## src/rtl/swr_pkg.sv

```systemverilog
package swr_pkg;

    typedef enum logic [2:0] {
        ST_IDLE  = 3'd0,
        ST_CMD   = 3'd1,
        ST_WDATA = 3'd2,
        ST_TURN  = 3'd3,
        ST_RDATA = 3'd4
    } swr_state_e;

endpackage

```

## src/rtl/swr_line_meter.sv

```systemverilog
// Synchronises the bus level, measures each low pulse and classifies it
// as a data bit (on release) or a break (once the pulse gets long enough).
module swr_line_meter #(
    parameter int BREAK_CYC = 40,
    parameter int BIT_THR   = 12
) (
    input  logic clk,
    input  logic rst_n,
    input  logic line_i,
    output logic bit_vld_o,
    output logic bit_o,
    output logic brk_o
);
    localparam int CW = $clog2(BREAK_CYC + 1);
    localparam logic [CW-1:0] BRK_L  = CW'(BREAK_CYC);
    localparam logic [CW-1:0] BRK_M1 = CW'(BREAK_CYC - 1);
    localparam logic [CW-1:0] THR_L  = CW'(BIT_THR);

    typedef struct packed {
        logic [1:0]    sync;
        logic          lvl;
        logic [CW-1:0] low_cnt;
    } meter_t;

    meter_t q, d;
    logic   rise;

    always_comb begin
        d        = q;
        d.sync   = {q.sync[0], line_i};
        d.lvl    = q.sync[1];
        if (!q.sync[1]) begin
            d.low_cnt = (q.low_cnt == BRK_L) ? q.low_cnt : q.low_cnt + 1'b1;
        end else begin
            d.low_cnt = '0;
        end
        rise      = q.sync[1] && !q.lvl;
        bit_vld_o = rise && (q.low_cnt != '0) && (q.low_cnt < BRK_L);
        bit_o     = (q.low_cnt < THR_L);
        brk_o     = !q.sync[1] && (q.low_cnt == BRK_M1);
    end

    always_ff @(posedge clk or negedge rst_n) begin
        if (!rst_n) begin
            q <= '{sync: 2'b11, lvl: 1'b1, low_cnt: '0};
        end else begin
            q <= d;
        end
    end

endmodule

```

## src/rtl/swr_slot_tx.sv

```systemverilog
// Drives one return-to-one bit slot: short or long pull, then release.
module swr_slot_tx #(
    parameter int LOW1 = 5,
    parameter int LOW0 = 20,
    parameter int SLOT = 30
) (
    input  logic clk,
    input  logic rst_n,
    input  logic start_i,
    input  logic bit_i,
    input  logic kill_i,
    output logic pull_o,
    output logic done_o
);
    localparam int TW = $clog2(SLOT + 1);
    localparam logic [TW-1:0] END1  = TW'(LOW1 - 1);
    localparam logic [TW-1:0] END0  = TW'(LOW0 - 1);
    localparam logic [TW-1:0] SLOTE = TW'(SLOT - 1);

    typedef struct packed {
        logic          active;
        logic          pull;
        logic          val;
        logic [TW-1:0] tmr;
    } slot_t;

    slot_t q, d;
    logic  done;

    always_comb begin
        d    = q;
        done = q.active && (q.tmr == SLOTE);
        if (q.active) begin
            d.tmr = q.tmr + 1'b1;
            if (q.tmr == (q.val ? END1 : END0)) begin
                d.pull = 1'b0;
            end
            if (done) begin
                d.active = 1'b0;
                d.pull   = 1'b0;
            end
        end
        if (start_i) begin
            d.active = 1'b1;
            d.pull   = 1'b1;
            d.val    = bit_i;
            d.tmr    = '0;
        end
        if (kill_i) begin
            d.active = 1'b0;
            d.pull   = 1'b0;
        end
    end

    assign pull_o = q.pull;
    assign done_o = done;

    always_ff @(posedge clk or negedge rst_n) begin
        if (!rst_n) begin
            q <= '0;
        end else begin
            q <= d;
        end
    end

endmodule

```

## src/rtl/swire_resp.sv

```systemverilog
module swire_resp
    import swr_pkg::*;
#(
    parameter int ADDR_W    = 7,
    parameter int DATA_W    = 8,
    parameter int BREAK_CYC = 40,
    parameter int BIT_THR   = 12,
    parameter int TX_LOW1   = 5,
    parameter int TX_LOW0   = 20,
    parameter int TX_SLOT   = 30,
    parameter int TURN_CYC  = 10
) (
    input  logic              clk,
    input  logic              rst_n,
    input  logic              line_i,
    output logic              line_pull_o,
    output logic [ADDR_W-1:0] reg_addr_o,
    output logic [DATA_W-1:0] reg_wdata_o,
    output logic              reg_we_o,
    output logic              reg_re_o,
    input  logic [DATA_W-1:0] reg_rdata_i
);
    localparam int CMD_W = ADDR_W + 1;
    localparam int SR_W  = (CMD_W > DATA_W) ? CMD_W : DATA_W;
    localparam int CNT_W = $clog2(SR_W);
    localparam int TMR_W = $clog2(TURN_CYC + 1);
    localparam logic [CNT_W-1:0] CMD_LAST = CNT_W'(CMD_W - 1);
    localparam logic [CNT_W-1:0] DAT_LAST = CNT_W'(DATA_W - 1);
    localparam logic [TMR_W-1:0] TURN_END = TMR_W'(TURN_CYC);

    typedef struct packed {
        swr_state_e         st;
        logic [CNT_W-1:0]   cnt;
        logic [SR_W-1:0]    sr;
        logic [ADDR_W-1:0]  addr;
        logic [TMR_W-1:0]   tmr;
        logic               we;
    } ctl_t;

    ctl_t q, d;

    logic            bit_vld_w, bit_w, brk_w;
    logic            tx_start, tx_bit, tx_done;
    logic [SR_W-1:0] sr_new;

    swr_line_meter #(
        .BREAK_CYC (BREAK_CYC),
        .BIT_THR   (BIT_THR)
    ) u_meter (
        .clk       (clk),
        .rst_n     (rst_n),
        .line_i    (line_i),
        .bit_vld_o (bit_vld_w),
        .bit_o     (bit_w),
        .brk_o     (brk_w)
    );

    swr_slot_tx #(
        .LOW1 (TX_LOW1),
        .LOW0 (TX_LOW0),
        .SLOT (TX_SLOT)
    ) u_tx (
        .clk     (clk),
        .rst_n   (rst_n),
        .start_i (tx_start),
        .bit_i   (tx_bit),
        .kill_i  (brk_w),
        .pull_o  (line_pull_o),
        .done_o  (tx_done)
    );

    always_comb begin
        d             = q;
        d.we          = 1'b0;
        tx_start      = 1'b0;
        tx_bit        = q.sr[0];
        sr_new        = q.sr;
        sr_new[q.cnt] = bit_w;

        unique case (q.st)
            ST_CMD: begin
                if (bit_vld_w) begin
                    d.sr  = sr_new;
                    d.cnt = q.cnt + 1'b1;
                    if (q.cnt == CMD_LAST) begin
                        d.cnt  = '0;
                        d.sr   = '0;
                        d.addr = sr_new[ADDR_W-1:0];
                        d.tmr  = '0;
                        d.st   = bit_w ? ST_WDATA : ST_TURN;
                    end
                end
            end
            ST_WDATA: begin
                if (bit_vld_w) begin
                    d.sr  = sr_new;
                    d.cnt = q.cnt + 1'b1;
                    if (q.cnt == DAT_LAST) begin
                        d.cnt = '0;
                        d.we  = 1'b1;
                        d.st  = ST_IDLE;
                    end
                end
            end
            ST_TURN: begin
                if (q.tmr == '0) begin
                    d.sr               = '0;
                    d.sr[DATA_W-1:0]   = reg_rdata_i;
                end
                d.tmr = q.tmr + 1'b1;
                if (q.tmr == TURN_END) begin
                    tx_start = 1'b1;
                    tx_bit   = q.sr[0];
                    d.st     = ST_RDATA;
                    d.cnt    = '0;
                    d.tmr    = '0;
                end
            end
            ST_RDATA: begin
                if (tx_done) begin
                    if (q.cnt == DAT_LAST) begin
                        d.cnt = '0;
                        d.st  = ST_IDLE;
                    end else begin
                        d.cnt    = q.cnt + 1'b1;
                        d.sr     = q.sr >> 1;
                        tx_start = 1'b1;
                        tx_bit   = q.sr[1];
                    end
                end
            end
            default: ;
        endcase

        if (brk_w) begin
            d.st     = ST_CMD;
            d.cnt    = '0;
            d.sr     = '0;
            d.tmr    = '0;
            tx_start = 1'b0;
        end
    end

    assign reg_addr_o  = q.addr;
    assign reg_wdata_o = q.sr[DATA_W-1:0];
    assign reg_we_o    = q.we;
    assign reg_re_o    = (q.st == ST_TURN) && (q.tmr == '0);

    always_ff @(posedge clk or negedge rst_n) begin
        if (!rst_n) begin
            q <= '0;
        end else begin
            q <= d;
        end
    end

endmodule

```

## config.mk

```make
export PLATFORM = sky130hd
export DESIGN_NAME = swire_resp
export DESIGN_NICKNAME = d
export VERILOG_FILES = /design/src/rtl/swr_pkg.sv /design/src/rtl/swr_line_meter.sv /design/src/rtl/swr_slot_tx.sv /design/src/rtl/swire_resp.sv
export SDC_FILE = /design/constraint.sdc
export NUM_CORES = 1
export LEC_CHECK = 0
export ABC_AREA = 1
export BUFFER_PORTS_ARGS = -buffer_cell sky130_fd_sc_hd__buf_2
export CAP_MARGIN = 5
export CORE_MARGIN = 4
export CORE_UTILIZATION = 42
export DETAILED_ROUTE_END_ITERATION = 6
export PLACE_DENSITY_LB_ADDON = 0.25
export SLEW_MARGIN = 25
export SYNTH_ARGS = -nofsm -noshare
export SYNTH_HDL_FRONTEND = slang
export SYNTH_SLANG_ARGS = --single-unit
```

## constraint.sdc

```tcl
create_clock -name clk -period 4.2 [get_ports clk]
set_input_delay 0.21 -clock clk [delete_from_list [all_inputs] [get_ports clk]]
set_output_delay 0.21 -clock clk [all_outputs]
set_load 0.02 [all_outputs]
```

==> impl_metrics.yaml, run 1 <==
logic_synthesis:
  syn-cell-area_sq_um: 3149
  synth_top_area_share_pct: 31.78
  yosysTopAreaCell: "dfrtp_1"
  synth-edff-count: 0
  seq_area_frac_synth_pct: 34.29
  syn_nets: 460
  yosysWarnings: 0
  ys.flop_type: "dfrtp_1"
  synth_cells: 440
  ys_ff_latch: 43
  syn_area_per_cell_sq_um: 7.157
  synth.distinct_cells: 35
  ys_top_cells_by_area: "dfrtp_1, nand2_1, nand3_1"
  synth-async-reset-ratio_pct: 100.0
worst_setup_path:
  critPathLaunchType: "flop"
  crit_type: "reg2reg"
  crit_path_top_delay_cell: "dfrtp_1"
  cp.arrival_ns: 2.35
  cp-end-kind: "flop"
  required_ns: 4.44
  cp_slowest_stage_delay_ns: 0.50
  critical_path.max_fanout: 12
  path_cells: "ha_1 > ha_1 > inv_1 > nand3_1 > nor2_1 > nand2_1 > nand2_2 > nor2_1 > a21oi_1"
pwr:
  intPower_w: 0.0005483
  p_switching_w: 0.0001800
  p_comb_share_pct: 5.3
  ir_drop_uv: 108.7
  report.power.total_w: 0.0007283
  power.leakage_nw: 1.773
  seqPwrFrac_pct: 57.9
  powerDensity_nw_per_um2: 218.7
  p_sw_share_pct: 24.71
  clkPwrFrac_pct: 36.8
detailed_routing:
  vias_per_cell: 5.045
  drtIter0Drc: 153
  drt_first_pass_iters: 5
  drc: 0
  wl_per_cell_um: 13.03
  postRouteAntennaNets: 0
  routed_wl_um: 7195
  vias: 2785
cells_and_area:
  instances_no_fill: 552
  drive_gt1_share_pct: 18.10
  diodes: 0
  syn2layout_area_growth_pct: 5.721
  layout.nets: 472
  final_util_pct: 45.90
cts:
  cts_tree: "built"
  postCtsResizedCells: 0
  clock_latency_ns: 0.31
  htree_levels: 2
  path_clk_slew_ns: 0.09
  cts.sinks: 43
  post_cts_buffers: 0
  hold_buffers: 1
  clockBufferDepth: 2
  cts-root-buf: "clkbuf_8"
  numCtsBuffers: 5
placed_design:
  io_buffers: 28
  placed_cells: 542
  place.gp.congestion: 0.8736
  dp.final_hpwl_um: 5375
floorplanning:
  ios: 29
  fp.dieH_um: 94.59
  die_w_um: 94.59
  core_sq_um: 7253
  fp.dieArea_sq_um: 8947
  num_rows: 31
  initial_core_util_pct: 43.42
sta:
  tightest_slew_ns: 0.6168
  slew_violations: 0
  setup_violations: 0
  max-slew-margin-rel_pct: 58.88
  hold_viol_final: 0
  final.min_clock_period_ns: 2.114
  min_period_over_period_pct: 50.33
  tns_ns: 0
  skew_ns: 0.007666
  rsz0062_at_grt: "false"
  max_freq_mhz: 473.1
global_routing:
  gr-total-overflow: 0
  grt_max_degree: 44
  grt_use_total_pct: 17.01
  grt_pass1_vias: 2510
  antenna_found_initial: 0
  grt_first_pass_wirelength_um: 12150
status:
  status: "finished clean"
job:
  maxCapViolCount: 0
hold_path:
  hp-class: "in2reg"
## routing by layer
metal / track usage (%) / vias up / routed length, um
li1: - / 1415 / -
met1: 24.71 / 1309 / 3571
met2: 25.95 / 54 / 3237
met3: 3.028 / 7 / 304
met4: 4.688 / 0 / 82
met5: 0 / - / 0
## flip-flops by register name, summed over array words and instances (netlist names)
| name | cells |
|---|---|
| q | 10 |
| reg_wdata_o | 8 |
| reg_addr_o | 7 |
| u_meter.q | 7 |
| u_tx.q | 7 |
| u_meter.d | 2 |
| reg_we_o | 1 |
| u_tx.pull_o | 1 |
## cell type report
type / count / area (sq um)
tap: 99 / 123.9
sequential: 43 / 1080
clock buffer: 6 / 72.57
clock inverter: 2 / 12.51
fill: 758 / 3924
multi-input combinational: 328 / 1703
timing repair buffer: 30 / 162.7
inverter: 44 / 175.2
## worst paths after layout
| kind | cells past startpoint | startpoint | endpoint | slack (ns) |
|---|---|---|---|---|
| max in group asynchronous | 2 | rst_n | u_meter.d[8] | 3.38 |
| worst max-delay path | 9 | q[20] | u_tx.q[5] | 2.09 |
| min in group asynchronous | 2 | rst_n | reg_addr_o[5] | 0.43 |
| worst min register to register | 0 | u_meter.d[8] | u_meter.d[6] | 0.36 |
| worst max register to register | 9 | q[20] | u_tx.q[5] | 2.09 |
| worst min-delay path | 7 | reg_rdata_i[7] | reg_wdata_o[7] | 0.36 |
## placed cells by master, fill, tap and decap left out, types with 2 or more instances in the layout
cell type | netlist | final
dfrtp_1 | 40 | 40
inv_1 | 36 | 36
o21ai_1 | 8 | 8
xor2_1 | 4 | 4
nor2_2 | 3 | 3
nand3_4 | 2 | 2
nor3_1 | 6 | 6
nand2_1 | 115 | 115
a21oi_1 | 8 | 8
nor2_8 | 2 | 2
nand3_1 | 49 | 49
nand3_2 | 4 | 4
xnor2_1 | 2 | 2
nand4_1 | 9 | 9
nor2_4 | 2 | 2
o21ai_0 | 14 | 14
dlygate4sd3_1 | 0 | 2
ha_1 | 9 | 9
nand2_4 | 4 | 4
nand2_2 | 9 | 9
inv_2 | 5 | 5
dfstp_2 | 3 | 3
buf_2 | 3 | 27
o21ai_2 | 9 | 9
nor2_1 | 64 | 64
clkbuf_8 | 0 | 5
## cell families (layout without fill, tap and decap cells)
kind of cell	Yosys count	count (layout)	share of synthesized area, %
xor gates and xnor gates	6	6	1.669
DFF	43	43	34.29
adders and majority gates	9	9	3.576
buffers and inverters	69	82	11.64
AOI/OAI and AO/OA	41	41	7.748
and+or+nand+nor	272	272	41.08
## power by group through the flow
stage | combinational [W] | sequential [W] | clock [W]
after global routing | 0.0000462 | 0.000422 | 0.000289
final | 0.0000388 | 0.000422 | 0.000268
after CTS | 0.0000389 | 0.000422 | 0.000276
after global placement | 0.0000381 | 0.000430 | 0
after floorplan | 0.0000201 | 0.000429 | 0
after detailed placement | 0.0000384 | 0.000430 | 0
## Yosys cell counts, types with 2 or more instances
cell type    n
o21ai_1      8
o21ai_0     14
dfstp_2      3
dfrtp_1     40
nor3_1       6
nand3_4      2
inv_2        5
nor2_8       2
buf_2        3
xnor2_1      2
nand2_1    115
nand3_1     49
nand2_2      9
clkbuf_1     2
nor2_2       3
xor2_1       4
nand2_4      4
a21oi_1      8
buf_4       15
o21ai_2      9
nand4_1      9
nor2_1      64
ha_1         9
buf_6        5
inv_1       36
nor2_4       2
nand3_2      4
## worst max-delay path: cells and delay by family (launching register included)
family | cells | cell delay, ns
buf+inv | 1 | 0.32
fa+ha+maj | 2 | 0.47
flops | 1 | 0.50
simple gates | 5 | 0.63
compound gates | 1 | 0.10
## stage by stage
stage          hold WS (ns)  setup slack, ns  instance area (sq um)
5_1_grt              0.3571            1.852                   3329
4_1_cts              0.1048            2.103                   3317
3_3_place_gp         0.3221            2.160                   3222
2_1_floorplan      -0.08559            2.456                   3149
3_5_place_dp         0.3230            2.120                   3222
6_report             0.3551            2.086                   3329
No activity file was read; power rests on OpenSTA's default activity.
==> run 2: changes to the inputs <==
--- a/config.mk
+++ b/config.mk
@@ -5,7 +5,7 @@
 export SDC_FILE = /design/constraint.sdc
 export NUM_CORES = 1
 export LEC_CHECK = 0
-export ABC_AREA = 1
+export ABC_AREA = 0
 export BUFFER_PORTS_ARGS = -buffer_cell sky130_fd_sc_hd__buf_2
 export CAP_MARGIN = 5
 export CORE_MARGIN = 4
==> constraint.sdc (replaced) <==
create_clock -name clk -period 1.7 [get_ports clk]
set_input_delay 0.085 -clock clk [delete_from_list [all_inputs] [get_ports clk]]
set_output_delay 0.085 -clock clk [all_outputs]
set_load 0.02 [all_outputs]
==> impl_metrics.yaml, run 2 <==
cells_and_area:
  largest_reg_flops: 10
  syn2layout_area_growth_pct: 35.64
  instances_no_fill: 426
  layout_commonest_cell: "buf_4"
  top_register: "q"
  drive_gt1_share_pct: 49.28
  layout_common_cells: "buf_4, dfrtp_1, buf_2, mux2_4, nor2_1"
  layout.nets: 368
  diodes: 0
status:
  violations: "setup timing"
  status: "finished with violations"
global_routing:
  grt_first_pass_wirelength_um: 10870
  grt_max_degree: 25
  antenna_found_initial: 0
  gr-total-overflow: 0
  grt_pass1_vias: 2316
  grt_use_total_pct: 17.25
cts:
  cts-root-buf: "clkbuf_8"
  path_clk_slew_ns: 0.08
  cts_tree: "built"
  clockBufferDepth: 2
  htree_levels: 2
  numCtsBuffers: 5
  clock_latency_ns: 0.29
  cts.sinks: 43
worst_setup_path:
  required_ns: 1.88
  crit_type: "reg2reg"
  critical_path.max_fanout: 8
  r2r_setup_slack_ns: -0.33
  cp-end-kind: "flop"
  cp.arrival_ns: 2.21
  critPathLaunchType: "flop"
sta:
  skew_ns: 0.007446
  max-slew-margin-rel_pct: 66.18
  tns_ns: -7.379
  rsz0062_at_grt: "true"
  min_period_over_period_pct: 119.3
  max_freq_mhz: 493.2
  fin_ws_ns: -0.3277
  tightest_slew_ns: 0.5074
  hold_viol_final: 0
  slew_violations: 0
  final.min_clock_period_ns: 2.028
  setup_violations: 32
pwr:
  power.leakage_nw: 1.836
  ir_drop_uv: 324.8
  report.power.total_w: 0.001830
  powerDensity_nw_per_um2: 481.5
logic_synthesis:
  synth-async-reset-ratio_pct: 100.0
  synth-edff-count: 0
  ys.flop_type: "dfrtp_1"
  synth_top_area_share_pct: 35.73
  syn_area_per_cell_sq_um: 10.34
  ys_top_cells_by_area: "dfrtp_1, mux2_2, buf_4"
  ys_ff_latch: 43
  syn-cell-area_sq_um: 2801
  syn_nets: 291
  synth_cells: 271
  seq_area_frac_synth_pct: 38.54
  yosysTopAreaCell: "dfrtp_1"
  synth.distinct_cells: 55
  synth_commonest_cells: "dfrtp_1, mux2_2, buf_4, nor2_1"
  yosysWarnings: 0
  yosysMostFrequentCell: "dfrtp_1"
placed_design:
  io_buffers: 28
  placed_cells: 407
  dp.final_hpwl_um: 4734
  place.gp.congestion: 0.7869
floorplanning:
  fp.dieArea_sq_um: 8041
  ios: 29
  core_sq_um: 6422
  die_w_um: 89.67
  fp.dieH_um: 89.67
  initial_core_util_pct: 43.62
  num_rows: 29
hold_path:
  hp-class: "in2async"
detailed_routing:
  vias: 2318
  postRouteAntennaNets: 0
  vias_per_cell: 5.441
  drt_first_pass_iters: 4
  drc: 0
  drtIter0Drc: 87
  routed_wl_um: 6698
  wl_per_cell_um: 15.72
job:
  maxCapViolCount: 0
-- run 2: through the flow --
stage	util [%]	hold WS [ns]	cell area (sq um)	worst slack [ns]
floorplan	-	-0.2106	2835	-0.4033
global placement	52.95	0.08998	3401	-0.3366
detailed placement	52.95	0.09502	3401	-0.4142
CTS	55.70	0.3083	3577	-0.3415
global route	59.17	0.3321	3800	-0.4121
finish	59.17	0.2942	3800	-0.3277
-- run 2: layout make-up --
class                   count  area, sq um
clock buffers               7        76.32
clock inverters             1        5.005
fillers                   540         2623
inverters                   9        33.78
multi-input cells         188         1723
flip-flops and latches     43         1081
well taps                  77        96.34
repair buffers            101        784.5
-- run 2: metal layers --
layer	track usage, %	share of wire [%]	vias up
met4	3.924	1.1	0
met5	0	0	-
met3	2.920	3.0	10
met2	30.25	51	36
li1	-	-	1120
met1	22.16	45	1152
-- run 2: worst paths after layout --
path | from | to | cells after the start
min in group clk | reg_rdata_i[7] | reg_wdata_o[7] | 4
max in group asynchronous | rst_n | u_meter.d[6] | 3
worst min-delay path | rst_n | u_tx.q[7] | 2
worst max register to register | u_meter.q[0] | reg_wdata_o[7] | 9
worst min register to register | u_meter.d[8] | u_meter.d[6] | 0
worst max-delay path | u_meter.q[0] | reg_wdata_o[7] | 9
-- run 2: cell families after synthesis --
| group | after synthesis | synth area share, % |
|---|---|---|
| xor+xnor | 10 | 3.126 |
| compound gates | 57 | 15.86 |
| simple gates | 74 | 15.77 |
| fa+ha+maj | 9 | 4.020 |
| flops | 43 | 38.54 |
| mux | 37 | 14.34 |
| buf+inv | 41 | 8.351 |
-- run 2: critical path, stage by stage (launching register included) --
cell       delay (ns)
dfrtp_1          0.39
inv_2            0.07
ha_4             0.13
nor4b_4          0.25
a2111oi_4        0.12
buf_4            0.18
a21oi_4          0.24
o21ai_4          0.08
buf_12           0.15
mux2_4           0.30
-- run 2: what timing repair did --
action,4_1_cts,5_1_grt
pin swaps,3,19
setup endpoints to repair,34,35
hold buffers,2,0
cloned,0,1
buffers inserted,4,7
resized for setup,13,43
hold endpoints to repair,20,0
-- run 2: where the power goes --
| part | leakage [nW] | switching (W) | total (W) | internal (W) |
|---|---|---|---|---|
| sequential | 0.586 | 0.00000740 | 0.00104 | 0.00103 |
| combinational | 1.21 | 0.0000693 | 0.000148 | 0.0000790 |
| clock | 0.0422 | 0.000351 | 0.000640 | 0.000289 |
| total | 1.84 | 0.000427 | 0.00183 | 0.00140 |
==> run 3: changes to the inputs <==
==> constraint.sdc (replaced) <==
create_clock -name clk -period 1.7 [get_ports clk]
set_input_delay 0.085 -clock clk [delete_from_list [all_inputs] [get_ports clk]]
set_output_delay 0.085 -clock clk [all_outputs]
set_load 0.1 [all_outputs]
==> impl_metrics.yaml, run 3 (synthesis results as in run 2) <==
worst_setup_path:
  cp-end-kind: "flop"
  critPathLaunchType: "flop"
  critPathBufInv: 3
  cp_top_family: "compound AO/OA/AOI/OAI gates"
  path_cells: "inv_1 > ha_2 > nor4b_4 > a2111oi_4 > buf_4 > a21oi_4 > o21ai_4 > buf_12 > mux2_2"
  crit_type: "reg2reg"
  critical_path.max_fanout: 8
  required_ns: 1.90
  crit_path_top_delay_cell: "dfrtp_1"
  cp_slowest_stage_delay_ns: 0.35
  cp.arrival_ns: 2.23
cells_and_area:
  drive_gt1_share_pct: 50.42
  top_register: "q"
  layout_common_cells: "buf_4, dfrtp_1, buf_2, nor2_1, mux2_4"
  layout_commonest_cell: "buf_4"
  layout.nets: 372
  final_util_pct: 59.83
  syn2layout_area_growth_pct: 37.16
  largest_reg_flops: 10
  diodes: 0
cts:
  cts-root-buf: "clkbuf_8"
  cts.sinks: 43
  path_clk_slew_ns: 0.09
  numCtsBuffers: 5
  clock_latency_ns: 0.31
  cts_tree: "built"
  clockBufferDepth: 2
  htree_levels: 2
detailed_routing:
  drc: 0
  vias_per_cell: 5.356
  drt_first_pass_iters: 6
  vias: 2303
  wl_per_cell_um: 16.18
  postRouteAntennaNets: 0
  routed_wl_um: 6958
  drtIter0Drc: 111
global_routing:
  grt_pass1_vias: 2312
  grt_max_degree: 24
  gr-total-overflow: 0
  grt_first_pass_wirelength_um: 11210
  grt_use_total_pct: 18.01
  antenna_found_initial: 0
status:
  violations: "setup timing"
  status: "finished with violations"
placed_design:
  dp.final_hpwl_um: 4921
  place.gp.congestion: 0.8002
  io_buffers: 28
  pre_cts_slack_ns: -0.4123
sta:
  setup_violations: 33
  min_period_over_period_pct: 119.3
  tightest_slew_ns: 0.5036
  rsz0062_at_grt: "true"
  skew_ns: 0.01485
  slew_violations: 0
  max_freq_mhz: 492.9
  max-slew-margin-rel_pct: 66.43
  tns_ns: -7.537
  fin_ws_ns: -0.3288
  final.min_clock_period_ns: 2.029
  hold_viol_final: 0
floorplanning:
  num_rows: 29
  initial_core_util_pct: 43.62
  fp.dieArea_sq_um: 8041
  die_w_um: 89.67
  core_sq_um: 6422
  fp.dieH_um: 89.67
  ios: 29
pwr:
  ir_drop_uv: 387.6
  power.leakage_nw: 1.869
  powerDensity_nw_per_um2: 529.5
job:
  maxCapViolCount: 0
hold_path:
  hp-class: "in2async"
run 3: layer usage:
layer	global-route usage, %	vias up	part of all wire (%)	wire, um
li1	-	1121	-	-
met1	24.83	1131	45	3153
met2	29.32	40	51	3537
met3	3.102	11	2.9	203
met4	4.601	0	0.92	64
met5	0	-	0	0
run 3: power breakdown:
part	leakage, nW	total (W)	switching (W)	internal [W]
sequential	0.588	0.00104	0.00000801	0.00103
clock	0.0612	0.000849	0.000373	0.000476
combinational	1.22	0.000143	0.0000671	0.0000760
run 3: final cells by class:
type	instances	area, sq um
flip-flops and latches	43	1080
fillers	539	2580
inverters	9	33.78
well taps	77	96.34
clock inverters	2	35.03
repair buffers	106	817.0
multi-input cells	187	1698
clock buffers	6	82.58
run 3: worst paths after layout:
path	to	slack (ns)	startpoint	depth (start not counted)
max	reg_wdata_o[3]	-0.33	u_meter.q[0]	9
min	q[21]	0.27	rst_n	2
max reg2reg	reg_wdata_o[3]	-0.33	u_meter.q[0]	9
min reg2reg	u_meter.d[6]	0.36	u_meter.d[8]	0
max in group asynchronous	reg_wdata_o[1]	0.91	rst_n	3
min in group clk	reg_wdata_o[3]	0.31	reg_rdata_i[3]	4
run 3: repair_timing:
| item | 4_1_cts | 5_1_grt |
|---|---|---|
| setup buffers | 3 | 5 |
| hold endpoints to repair | 18 | 0 |
| resized for setup | 14 | 34 |
| hold buffers | 2 | 0 |
| endpoints found under the setup margin | 35 | 35 |
| pin swaps | 8 | 9 |
run 3: metrics by stage:
stage                     hold slack, ns  area (sq um)  cells  power, W
after global routing              0.3472          3842    430  0.002114
final                             0.2749          3842    430  0.002035
after global placement           0.08582          3450    414  0.001186
after CTS                         0.2932          3666    426  0.002053
after detailed placement         0.08273          3450    414  0.001188
after floorplan                  -0.2106          2841    271  0.001116
